`src/rtl/alu2l_pkg.sv`:
```
package alu2l_pkg;

    localparam int DATA_W  = 32;
    localparam int FUNCT_W = 6;
    localparam int SEL_W   = 4;
    localparam int CLASS_W = 2;

    typedef enum logic [CLASS_W-1:0] {
        CLS_MEMREF = 2'b00,
        CLS_BRANCH = 2'b01,
        CLS_REGFMT = 2'b10,
        CLS_SPARE  = 2'b11
    } op_class_e;

    typedef enum logic [SEL_W-1:0] {
        SEL_AND = 4'b0000,
        SEL_OR  = 4'b0001,
        SEL_ADD = 4'b0010,
        SEL_SUB = 4'b0110,
        SEL_SLT = 4'b0111
    } alu_sel_e;

    typedef enum logic [1:0] {
        PICK_AND = 2'd0,
        PICK_OR  = 2'd1,
        PICK_SUM = 2'd2,
        PICK_LT  = 2'd3
    } res_pick_e;

    typedef struct packed {
        logic      invert_b;
        res_pick_e pick;
    } dp_ctl_t;

    localparam logic [FUNCT_W-1:0] FN_ADD = 6'd32;
    localparam logic [FUNCT_W-1:0] FN_SUB = 6'd34;
    localparam logic [FUNCT_W-1:0] FN_AND = 6'd36;
    localparam logic [FUNCT_W-1:0] FN_OR  = 6'd37;
    localparam logic [FUNCT_W-1:0] FN_SLT = 6'd42;

    // Second decode level: function field of register-format instructions.
    function automatic alu_sel_e funct_to_sel(input logic [FUNCT_W-1:0] fn);
        alu_sel_e s;
        case (fn)
            FN_SUB:  s = SEL_SUB;
            FN_AND:  s = SEL_AND;
            FN_OR:   s = SEL_OR;
            FN_SLT:  s = SEL_SLT;
            default: s = SEL_ADD;
        endcase
        return s;
    endfunction

    function automatic dp_ctl_t sel_to_ctl(input alu_sel_e s);
        dp_ctl_t c;
        c.invert_b = 1'b0;
        c.pick     = PICK_SUM;
        case (s)
            SEL_AND: c.pick = PICK_AND;
            SEL_OR:  c.pick = PICK_OR;
            SEL_SUB: c.invert_b = 1'b1;
            SEL_SLT: begin
                c.invert_b = 1'b1;
                c.pick     = PICK_LT;
            end
            default: c.pick = PICK_SUM;
        endcase
        return c;
    endfunction

endpackage

```
`src/rtl/alu2l_decode.sv`:
```
module alu2l_decode
    import alu2l_pkg::*;
#(
    parameter int FW = FUNCT_W
) (
    input  op_class_e         cls_i,
    input  logic [FW-1:0]     funct_i,
    output alu_sel_e          sel_o
);

    alu_sel_e fn_sel;

    always_comb begin
        fn_sel = funct_to_sel(funct_i);
        case (cls_i)
            CLS_MEMREF: sel_o = SEL_ADD;
            CLS_BRANCH: sel_o = SEL_SUB;
            CLS_REGFMT: sel_o = fn_sel;
            default:    sel_o = SEL_ADD;
        endcase
    end

endmodule

```
`src/rtl/alu2l_addsub.sv`:
```
module alu2l_addsub #(
    parameter int W = 32
) (
    input  logic [W-1:0] a_i,
    input  logic [W-1:0] b_i,
    input  logic         sub_i,
    output logic [W-1:0] sum_o,
    output logic         lt_o
);

    logic [W-1:0] b_eff;

    always_comb begin
        b_eff = sub_i ? ~b_i : b_i;
        sum_o = a_i + b_eff + {{(W-1){1'b0}}, sub_i};
        // signed less-than: differing signs decide directly
        lt_o  = (a_i[W-1] ^ b_i[W-1]) ? a_i[W-1] : sum_o[W-1];
    end

endmodule

```
`src/rtl/alu2l_zero.sv`:
```
module alu2l_zero #(
    parameter int W     = 32,
    parameter int CHUNK = 8
) (
    input  logic [W-1:0] val_i,
    output logic         zero_o
);

    localparam int NCHUNK = (W + CHUNK - 1) / CHUNK;
    localparam int PADW   = NCHUNK * CHUNK;

    logic [PADW-1:0]   padded;
    logic [NCHUNK-1:0] any_set;

    assign padded = {{(PADW-W){1'b0}}, val_i};

    generate
        for (genvar k = 0; k < NCHUNK; k++) begin : g_chunk
            assign any_set[k] = |padded[k*CHUNK +: CHUNK];
        end
    endgenerate

    assign zero_o = ~|any_set;

endmodule

```
`src/rtl/alu2l_core.sv`:
```
module alu2l_core
    import alu2l_pkg::*;
#(
    parameter int W = DATA_W
) (
    input  alu_sel_e     sel_i,
    input  logic [W-1:0] a_i,
    input  logic [W-1:0] b_i,
    output logic [W-1:0] res_o,
    output logic         zero_o
);

    dp_ctl_t      ctl;
    logic [W-1:0] sum;
    logic         lt;

    assign ctl = sel_to_ctl(sel_i);

    alu2l_addsub #(.W(W)) u_addsub (
        .a_i   (a_i),
        .b_i   (b_i),
        .sub_i (ctl.invert_b),
        .sum_o (sum),
        .lt_o  (lt)
    );

    always_comb begin
        case (ctl.pick)
            PICK_AND: res_o = a_i & b_i;
            PICK_OR:  res_o = a_i | b_i;
            PICK_LT:  res_o = {{(W-1){1'b0}}, lt};
            default:  res_o = sum;
        endcase
    end

    alu2l_zero #(.W(W)) u_zero (
        .val_i  (res_o),
        .zero_o (zero_o)
    );

endmodule

```
`src/rtl/alu2l_unit.sv`:
```
module alu2l_unit
    import alu2l_pkg::*;
#(
    parameter int W  = DATA_W,
    parameter int FW = FUNCT_W
) (
    input  logic [CLASS_W-1:0] op_class,
    input  logic [FW-1:0]      funct,
    input  logic [W-1:0]       opnd_a,
    input  logic [W-1:0]       opnd_b,
    output logic [W-1:0]       result,
    output logic               zero,
    output logic [SEL_W-1:0]   alu_sel
);

    op_class_e cls;
    alu_sel_e  sel;

    assign cls     = op_class_e'(op_class);
    assign alu_sel = sel;

    alu2l_decode #(.FW(FW)) u_decode (
        .cls_i   (cls),
        .funct_i (funct),
        .sel_o   (sel)
    );

    alu2l_core #(.W(W)) u_core (
        .sel_i  (sel),
        .a_i    (opnd_a),
        .b_i    (opnd_b),
        .res_o  (result),
        .zero_o (zero)
    );

endmodule

```
`config.mk`:
```
export PLATFORM = sky130hd
export DESIGN_NAME = alu2l_unit
export DESIGN_NICKNAME = d
export VERILOG_FILES = /design/src/rtl/alu2l_pkg.sv /design/src/rtl/alu2l_decode.sv /design/src/rtl/alu2l_addsub.sv /design/src/rtl/alu2l_zero.sv /design/src/rtl/alu2l_core.sv /design/src/rtl/alu2l_unit.sv
export SDC_FILE = /design/constraint.sdc
export NUM_CORES = 1
export LEC_CHECK = 0
export ABC_AREA = 1
export BUFFER_PORTS_ARGS = -buffer_cell sky130_fd_sc_hd__buf_2
export CORE_UTILIZATION = 30
export DETAILED_ROUTE_END_ITERATION = 6
export GPL_ROUTABILITY_DRIVEN = 1
export SYNTH_ARGS = -nofsm -noshare
export SYNTH_HDL_FRONTEND = slang
export SYNTH_SLANG_ARGS = --single-unit
```
`constraint.sdc`:
```
create_clock -name vclk -period 4.6
set_input_delay 0.46 -clock vclk [all_inputs]
set_output_delay 0.46 -clock vclk [all_outputs]
set_load 0.02 [all_outputs]
```
==> key figures, run 1 <==
Synth
  • Syn Std Cell Area: 3470 µm²
  • Yosys warns: 0
  • Most frequent cell after synthesis: nand2_1
  • Leading cell types by total area after synthesis: nand2_1 21%, ha_1 13%, nor2_1 12%
  • Most frequent cells after synthesis: 195 x nand2_1, 108 x nor2_1, 79 x inv_1
  • Net count after synthesis: 790
  • Syn Inst Count: 681
  • Share of synthesized area occupied by flip-flops and latches: 0
  • Number of distinct library cells after synthesis: 34
  • Post-Syn Area per Cell: 5.10 µm²
  • Synth area leader: nand2_1
  • Share of the synthesized area in the top cell type: 0.211

Route
  • Number of detailed-routing iterations run before antenna repair: 5
  • Total DRC errors in the routed layout: 0
  • Per-cell routed wire length: 14.4 µm
  • Antenna Violating Nets Remaining: 0
  • Violation count after the first detailed-route iteration: 408
  • Via count: 4,878
  • Vias per cell: 5.05
  • Routed wire length: 13,900 µm

Layout
  • Final standard cell count with taps included and fillers excluded: 966
  • Total number of sequential cells: 0
  • Share of the core filled with cells: 0.442
  • Final std cell area, no fill: 4890 µm²
  • Antenna fix cells: 0
  • Number of nets in the finished design: 937
  • Footprint of the flip-flops and latches: 0 µm²
  • Share of layout cells above drive strength 1: 0.286
  • Area added between synthesis and finish: 40.9%
  • Layout clock buffer count: 0
  • Area used by multi-input combinational logic: 3390 µm²
  • FILL cells: 1,223

Worst setup path
  • Cell seen most often among critical-path stages: nand2_2
  • Worst path bufs/invs: 8
  • Kind of start point of the critical path: input pin
  • Max FO, Critical Path: 5
  • Max stage delay cell, worst path: fa_2
  • Endpoint required time on the critical path: 4140 ps
  • Delay of the slowest cell on the worst path: 370 ps
  • Kind of end point of the critical path: output port
  • CP delay by family, top: simple AND/OR/NAND/NOR gates
  • Worst setup path class: in -> out
  • Critical path data arrival time: 4070 ps

Global routing
  • GR Util All Layers: 0.217
  • Number of global-route vias before repair: 4,251
  • Global-route wire length before repair: 20,700 µm
  • Initial antenna violation count: 0
  • Pin count of the biggest net entering global routing: 25
  • GRT overflow: 0

Placed design
  • DPL Wire Length: 11,100 µm
  • Placed standard-cell area: 4290 µm²
  • # placed instances: 935
  • Final GP Congestion: 0.959
  • Buffers on Ports: 108

Power and ir drop
  • VDD IR-drop max: 0.0827 mV
  • Post-route total power: 0.00101 W
  • Total leakage power: 2.68 nW
  • Power density relative to cell area: 205 nW/µm²

STA
  • Count of final setup violators: 0
  • Post-route fraction of the period consumed by the critical path: 0.984
  • Worst Tran Pin Value: 517 ps
  • Shortest period the worst path allows: 4530 ps
  • Max_slew headroom: 0.655
  • Setup repair after global routing missed its margin: yes
  • Worst hold slack: 1330 ps
  • Slew Limit Fails: 0
  • Number of hold violations in the final report: 0
  • Maximum clock frequency: 0.221 GHz

Floorplan
  • Die X-Extent: 110 µm
  • Die span in y: 110 µm
  • Standard-cell row count: 38
  • Die outline area: 12,000 µm²
  • I/O pin count: 109
  • Floorplan Core Area: 11,100 µm²
  • Effective utilization at floorplan: 0.313

Clock tree
  • Number of buffers inserted for hold repair after clock tree synthesis: 0

Job
  • Number of violations of the max-capacitance limit: 0

Hold path
  • Type of the most critical hold path: in -> out

Outcome
  • Status: complete, no violations
-- path summary, 6_finish.rpt --
check | startpoint | end | cells past startpoint
min | opnd_b[24] | result[24] | 4
max | op_class[0] | zero | 30
-- through the flow --
| stage | TNS [ps] | setup WS [ps] |
|---|---|---|
| final | 0 | 71.7 |
| after global placement | -19.1 | -19.1 |
| after CTS | 0 | 35.9 |
| after detailed placement | -9.36 | -9.36 |
| after global routing | -134 | -134 |
| after floorplan | 0 | 27.4 |
-- placed cells by master, fill, tap and decap left out, types with 3 or more instances in the layout --
| cell type | n |
|---|---|
| nand3_1 | 44 |
| o21a_1 | 4 |
| nand2_2 | 20 |
| buf_2 | 106 |
| buf_6 | 5 |
| buf_4 | 41 |
| o21ai_0 | 24 |
| a21oi_2 | 12 |
| nand2_1 | 173 |
| nand3_2 | 5 |
| nor3_1 | 4 |
| nor2_2 | 11 |
| a21oi_1 | 39 |
| nor2_4 | 3 |
| inv_2 | 6 |
| ha_1 | 33 |
| o211ai_1 | 5 |
| xnor2_1 | 3 |
| xor2_1 | 32 |
| nand3b_1 | 12 |
| nor2_1 | 96 |
| o21ai_1 | 9 |
| inv_1 | 75 |
| a31oi_1 | 16 |
| nand2_4 | 3 |
| nand4_1 | 13 |
-- power by group --
part	leakage, nW	internal (W)	switching, W
Sequential	0	0	0
Clock	0	0	0
Combinational	2.68	0.000379	0.000626
Total	2.68	0.000379	0.000626
-- what timing repair did --
action,CTS,global route
setup endpoints to repair,1,1
pin swaps,0,47
cloned,0,2
hold endpoints to repair,0,0
setup buffers,0,29
resized for setup,1,99
-- per-layer routing --
metal / part of all wire / up-vias / GRT usage
li1: - / 2530 / -
met1: 0.48 / 2155 / 0.321
met2: 0.44 / 180 / 0.360
met3: 0.071 / 13 / 0.00830
met4: 0.011 / 0 / 0.0162
met5: 0 / - / 0
-- kinds of logic after synthesis --
logic type      Yosys count  share of synthesized area
simple gates            390                      0.469
compound gates          121                      0.196
buf+inv                  95                      0.105
xor+xnor                 37                     0.0933
fa+ha+maj                37                      0.135
other cells               1                    0.00108
-- cell type report --
type,count,area share
Multi-Input combinational cell,586,0.693
Timing Repair Buffer,158,0.207
Tap cell,140,0.0358
Inverter,82,0.0634
(Power assumes the default switching activity.)
==> inputs of run 2 (changes only) <==
Settings changed: CORE_UTILIZATION 30 to 55, PLACE_DENSITY set to 0.85.
==> run 2 against run 1 <==
Final area decreased by 6.3%. Hold slack worse by 1.1 ps. Total power is 4.4% lower. Die area shrank 45%. Via count increased by 9.2%. Critical path type unchanged. Sequential cell count stayed put. Cell count decreased by 8.4%.
==> key figures, run 2 (same netlist as run 1, synthesis figures left out) <==
Layout
  • Leading cell type in the layout, fill and taps excluded: nand2_1
  • FILL cells: 524
  • Commonest cells after routing, fill and taps aside: 187 x nand2_1, 107 x buf_2, 101 x nor2_1, 77 x inv_1, 48 x nand3_1
  • Final std cell area, no fill: 4580 µm²
  • Area added between synthesis and finish: 32.0%
  • Total number of sequential cells: 0
  • Share of layout cells above drive strength 1: 0.237
  • Layout clock buffer count: 0
  • Antenna fix cells: 0
  • Footprint of the flip-flops and latches: 0 µm²
  • Number of nets in the finished design: 921

STA
  • Post-route fraction of the period consumed by the critical path: 0.977
  • Number of hold violations in the final report: 0
  • Slew Limit Fails: 0
  • Count of final setup violators: 0
  • Setup repair after global routing missed its margin: yes
  • Slack of the critical path: 106 ps
  • Shortest period the worst path allows: 4490 ps
  • Maximum clock frequency: 0.223 GHz
  • Max_slew headroom: 0.533
  • Worst Tran Pin Value: 700 ps

Route
  • Total DRC errors in the routed layout: 0
  • Per-cell routed wire length: 15.7 µm
  • Number of detailed-routing iterations run before antenna repair: 6
  • Antenna Violating Nets Remaining: 0
  • Vias per cell: 6.02
  • Via count: 5,329
  • Violation count after the first detailed-route iteration: 627
  • Routed wire length: 13,900 µm

Worst setup path
  • Critical path data arrival time: 4030 ps
  • Kind of end point of the critical path: output port
  • Max stage delay cell, worst path: ha_1
  • Kind of start point of the critical path: input pin
  • Delay of the slowest cell on the worst path: 350 ps
  • Endpoint required time on the critical path: 4140 ps
  • Worst setup path class: in -> out
  • Max FO, Critical Path: 5
  • Cell seen most often among critical-path stages: nand2_1

Floorplan
  • Effective utilization at floorplan: 0.580
  • Die X-Extent: 81.5 µm
  • I/O pin count: 109
  • Die outline area: 6630 µm²
  • Floorplan Core Area: 5990 µm²
  • Die span in y: 81.5 µm
  • Standard-cell row count: 28

Placed design
  • DPL Wire Length: 10,700 µm
  • Buffers on Ports: 108
  • Placed standard-cell area: 4150 µm²
  • Setup slack at placement: -15.8 ps
  • Final GP Congestion: 0.995

Power and ir drop
  • VDD IR-drop max: 0.156 mV
  • Post-route total power: 0.000961 W
  • Total leakage power: 2.57 nW
  • Power density relative to cell area: 210 nW/µm²

Clock tree
  • Number of buffers inserted for hold repair after clock tree synthesis: 0

Global routing
  • GRT overflow: 0
  • Number of global-route vias before repair: 4,354
  • Initial antenna violation count: 0
  • Pin count of the biggest net entering global routing: 19
  • Global-route wire length before repair: 19,800 µm
  • GR Util All Layers: 0.382

Job
  • Number of violations of the max-capacitance limit: 0

Hold path
  • Type of the most critical hold path: in -> out

Outcome
  • Status: complete, no violations
## run 2: changes by cell type in the layout (fill, tap and decap cells not counted), moves of 3 or more
cell / delta
nor2_2: -6
nand3_1: +4
a21oi_1: +3
nand2_4: -3
buf_4: -13
nand2_2: -11
o21ai_0: +3
a21oi_2: -3
nand2_1: +14
ha_4: +3
nor2_1: +5
## run 2: worst max-delay path, delay by kind of cell
kind            cells  cell delay (ps)
simple gates       19             1950
fa+ha+maj           2              500
compound gates      1              270
buf+inv             7              760
xor+xnor            1               70
## run 2: path summary, 6_finish.rpt
| path | slack [ps] | cells after the start | end | startpoint |
|---|---|---|---|---|
| setup / recovery | 110 | 30 | zero | op_class[0] |
| hold / removal | 1330 | 4 | result[22] | opnd_b[22] |
## run 2: what timing repair did
item | 4_1_cts | 5_1_grt
setup endpoints to repair | 1 | 1
gates resized for setup | 0 | 59
setup buffers | 2 | 18
pin swaps | 1 | 23
cloned | 0 | 2
## run 2: layer usage
layer,part of all wire,vias up,track usage
li1,-,2501,-
met1,0.39,2323,0.527
met2,0.43,436,0.618
met3,0.14,69,0.0400
met4,0.039,0,0.113
met5,0,-,0
## run 2: final cells by class
type | instances | area (µm²) | area share
repair buffers | 142 | 865 | 0.189
multi-input cells | 586 | 3320 | 0.724
well taps | 75 | 93.8 | 0.0205
inverters | 82 | 308 | 0.0672
## run 2: metrics by stage
| stage | cells | utilization | TNS, ps | hold WS (ps) |
|---|---|---|---|---|
| final | 885 | 0.765 | 0 | 1330 |
| after global routing | 885 | 0.765 | -73.0 | 1370 |
| after CTS | 865 | 0.696 | 0 | 1330 |
| after detailed placement | 863 | 0.693 | -15.8 | 1320 |
| after global placement | 863 | 0.693 | 0 | 1320 |
| after floorplan | 681 | - | 0 | 1140 |
## run 2: power by group
part	switching [W]	internal, W	total [W]
Combinational	0.000620	0.000341	0.000961
Sequential	0	0	0
Clock	0	0	0
==> inputs of run 3 (changes only) <==
Settings changed: CORE_UTILIZATION 55 to 56, SYNTH_HIERARCHICAL set to 1.
==> run 3 against run 2 <==
Sequential share of layout area stayed put. Total power is 3.0% higher. Fmax is 1.0% lower. Area after synthesis is 12% higher. Sequential cell count stayed put. Die area is 9.8% higher. Global-route usage is 3.9 points lower. Combinational power is 3.0% higher. Non-clock buffer count is 5 higher.
==> key figures, run 3 <==
Outcome
  • Status: complete, no violations

STA
  • Slew Limit Fails: 0
  • Setup total negative slack: 0 ps
  • Worst Tran Pin Value: 824 ps
  • Worst hold slack: 1350 ps
  • Shortest period the worst path allows: 4540 ps
  • Post-route fraction of the period consumed by the critical path: 0.987
  • Setup repair after global routing missed its margin: yes
  • Count of final setup violators: 0
  • Slack of the critical path: 59.0 ps
  • Max_slew headroom: 0.450
  • Maximum clock frequency: 0.220 GHz
  • Number of hold violations in the final report: 0

Layout
  • Number of nets in the finished design: 852
  • Antenna fix cells: 0
  • Leading cell type in the layout, fill and taps excluded: nand2_1
  • Footprint of the flip-flops and latches: 0 µm²
  • Share of the core filled with cells: 0.744
  • Total number of sequential cells: 0
  • Area added between synthesis and finish: 29.2%
  • Share of layout cells above drive strength 1: 0.424
  • Commonest cells after routing, fill and taps aside: 114 x nand2_1, 106 x buf_2, 65 x nand3_2, 56 x nor2_1, 46 x inv_1
  • Layout clock buffer count: 0

Global routing
  • Initial antenna violation count: 0
  • GRT overflow: 0
  • Number of global-route vias before repair: 4,654
  • GR Util All Layers: 0.343
  • Global-route wire length before repair: 20,800 µm
  • Pin count of the biggest net entering global routing: 38

Placed design
  • DPL Wire Length: 9970 µm
  • Final GP Congestion: 0.958
  • Setup slack at placement: -254 ps
  • Buffers on Ports: 108

Floorplan
  • Die span in y: 85.4 µm
  • I/O pin count: 109
  • Floorplan Core Area: 6760 µm²
  • Die X-Extent: 85.4 µm
  • Die outline area: 7290 µm²
  • Standard-cell row count: 30
  • Effective utilization at floorplan: 0.576

Synth
  • Syn Inst Count: 622
  • Synth area leader: nand3_2
  • Syn Std Cell Area: 3890 µm²
  • Post-Syn Area per Cell: 6.26 µm²
  • Share of the synthesized area in the top cell type: 0.159
  • Most frequent cell after synthesis: nand2_1
  • Number of distinct library cells after synthesis: 38
  • Yosys warns: 6
  • Net count after synthesis: 727
  • Most frequent cells after synthesis: 131 x nand2_1, 73 x nor2_1, 62 x nand3_2
  • Leading cell types by total area after synthesis: nand3_2 16%, nand2_1 13%, xor2_1 11%
  • Share of synthesized area occupied by flip-flops and latches: 0

Hold path
  • Hold Crit Endpoint: result[10]
  • Type of the most critical hold path: in -> out
  • Worst hold path stage count: 4
  • Origin of the worst min-delay path: opnd_a[10]

Worst setup path
  • Worst path bufs/invs: 7
  • Max FO, Critical Path: 8
  • Delay of the slowest cell on the worst path: 400 ps
  • Kind of start point of the critical path: input pin
  • Worst setup path class: in -> out
  • Cell seen most often among critical-path stages: nand2_2
  • CP delay by family, top: simple AND/OR/NAND/NOR gates
  • Max stage delay cell, worst path: ha_1
  • Critical path data arrival time: 4080 ps
  • Kind of end point of the critical path: output port
  • Endpoint required time on the critical path: 4140 ps

Route
  • Via count: 4,946
  • Violation count after the first detailed-route iteration: 248
  • Number of detailed-routing iterations run before antenna repair: 5
  • Antenna Violating Nets Remaining: 0
  • Total DRC errors in the routed layout: 0
  • Vias per cell: 6.00
  • Per-cell routed wire length: 16.3 µm
  • Routed wire length: 13,400 µm

Power and ir drop
  • VDD IR-drop max: 0.107 mV
  • Total leakage power: 2.58 nW
  • Power density relative to cell area: 197 nW/µm²
  • Post-route total power: 0.000990 W

Job
  • Number of violations of the max-capacitance limit: 0

Clock tree
  • Number of buffers inserted for hold repair after clock tree synthesis: 0
## run 3: cell count changes in the layout (fill, tap and decap cells not counted), moves of 17 or more
cell,delta
inv_1,-31
o211ai_1,+27
nand3_2,+62
o21ai_0,-21
nor2_1,-45
nand3_1,-27
a31oi_1,-17
a21oi_1,-21
nand2_1,-73
nand4_1,+23
## run 3: worst max-delay path by stage
stage / start / to / slack, ps / cells past startpoint
2_1_floorplan: op_class[0] / zero / 20 / 27
3_3_place_gp: op_class[0] / zero / -140 / 28
3_5_place_dp: op_class[0] / zero / -250 / 28
4_1_cts: op_class[0] / zero / 6 / 30
5_1_grt: op_class[0] / zero / -70 / 29
6_report: op_class[0] / zero / 60 / 31
## run 3: metrics by stage
step | cell area [µm²] | cells
detailed placement | 4460 | 803
global placement | 4460 | 803
CTS | 4630 | 814
global route | 5030 | 825
finish | 5030 | 825
floorplan | 3890 | 622
## run 3: repair_timing
item,in CTS,in global routing
gates resized for setup,25,84
setup endpoints to repair,1,1
pin swaps,15,44
buffers inserted,10,12
gates cloned,1,0
## run 3: area by class of cell
class / instances / area (µm²)
Multi-Input combinational cell: 544 / 3850
Fill cell: 553 / 1730
Timing Repair Buffer: 147 / 875
Tap cell: 80 / 100
Inverter: 54 / 205
## run 3: logic make-up after synthesis
group / share of synthesized area
compound gates: 0.164
xor+xnor: 0.119
fa+ha+maj: 0.108
buf+inv: 0.109
simple gates: 0.499
other cells: 0.000963
## run 3: where the power goes
part	switching (W)	internal, W
Sequential	0	0
Combinational	0.000622	0.000368
Clock	0	0
## run 3: worst min-delay path, stage by stage
cell      delay (ps)
buf_2            100
o211ai_1          90
nand3_2           80
buf_2            150
## run 3: routing by layer
layer / part of all wire / GRT usage
met5: 0 / 0
met4: 0.038 / 0.117
met3: 0.057 / 0.0331
met2: 0.48 / 0.620
met1: 0.43 / 0.423
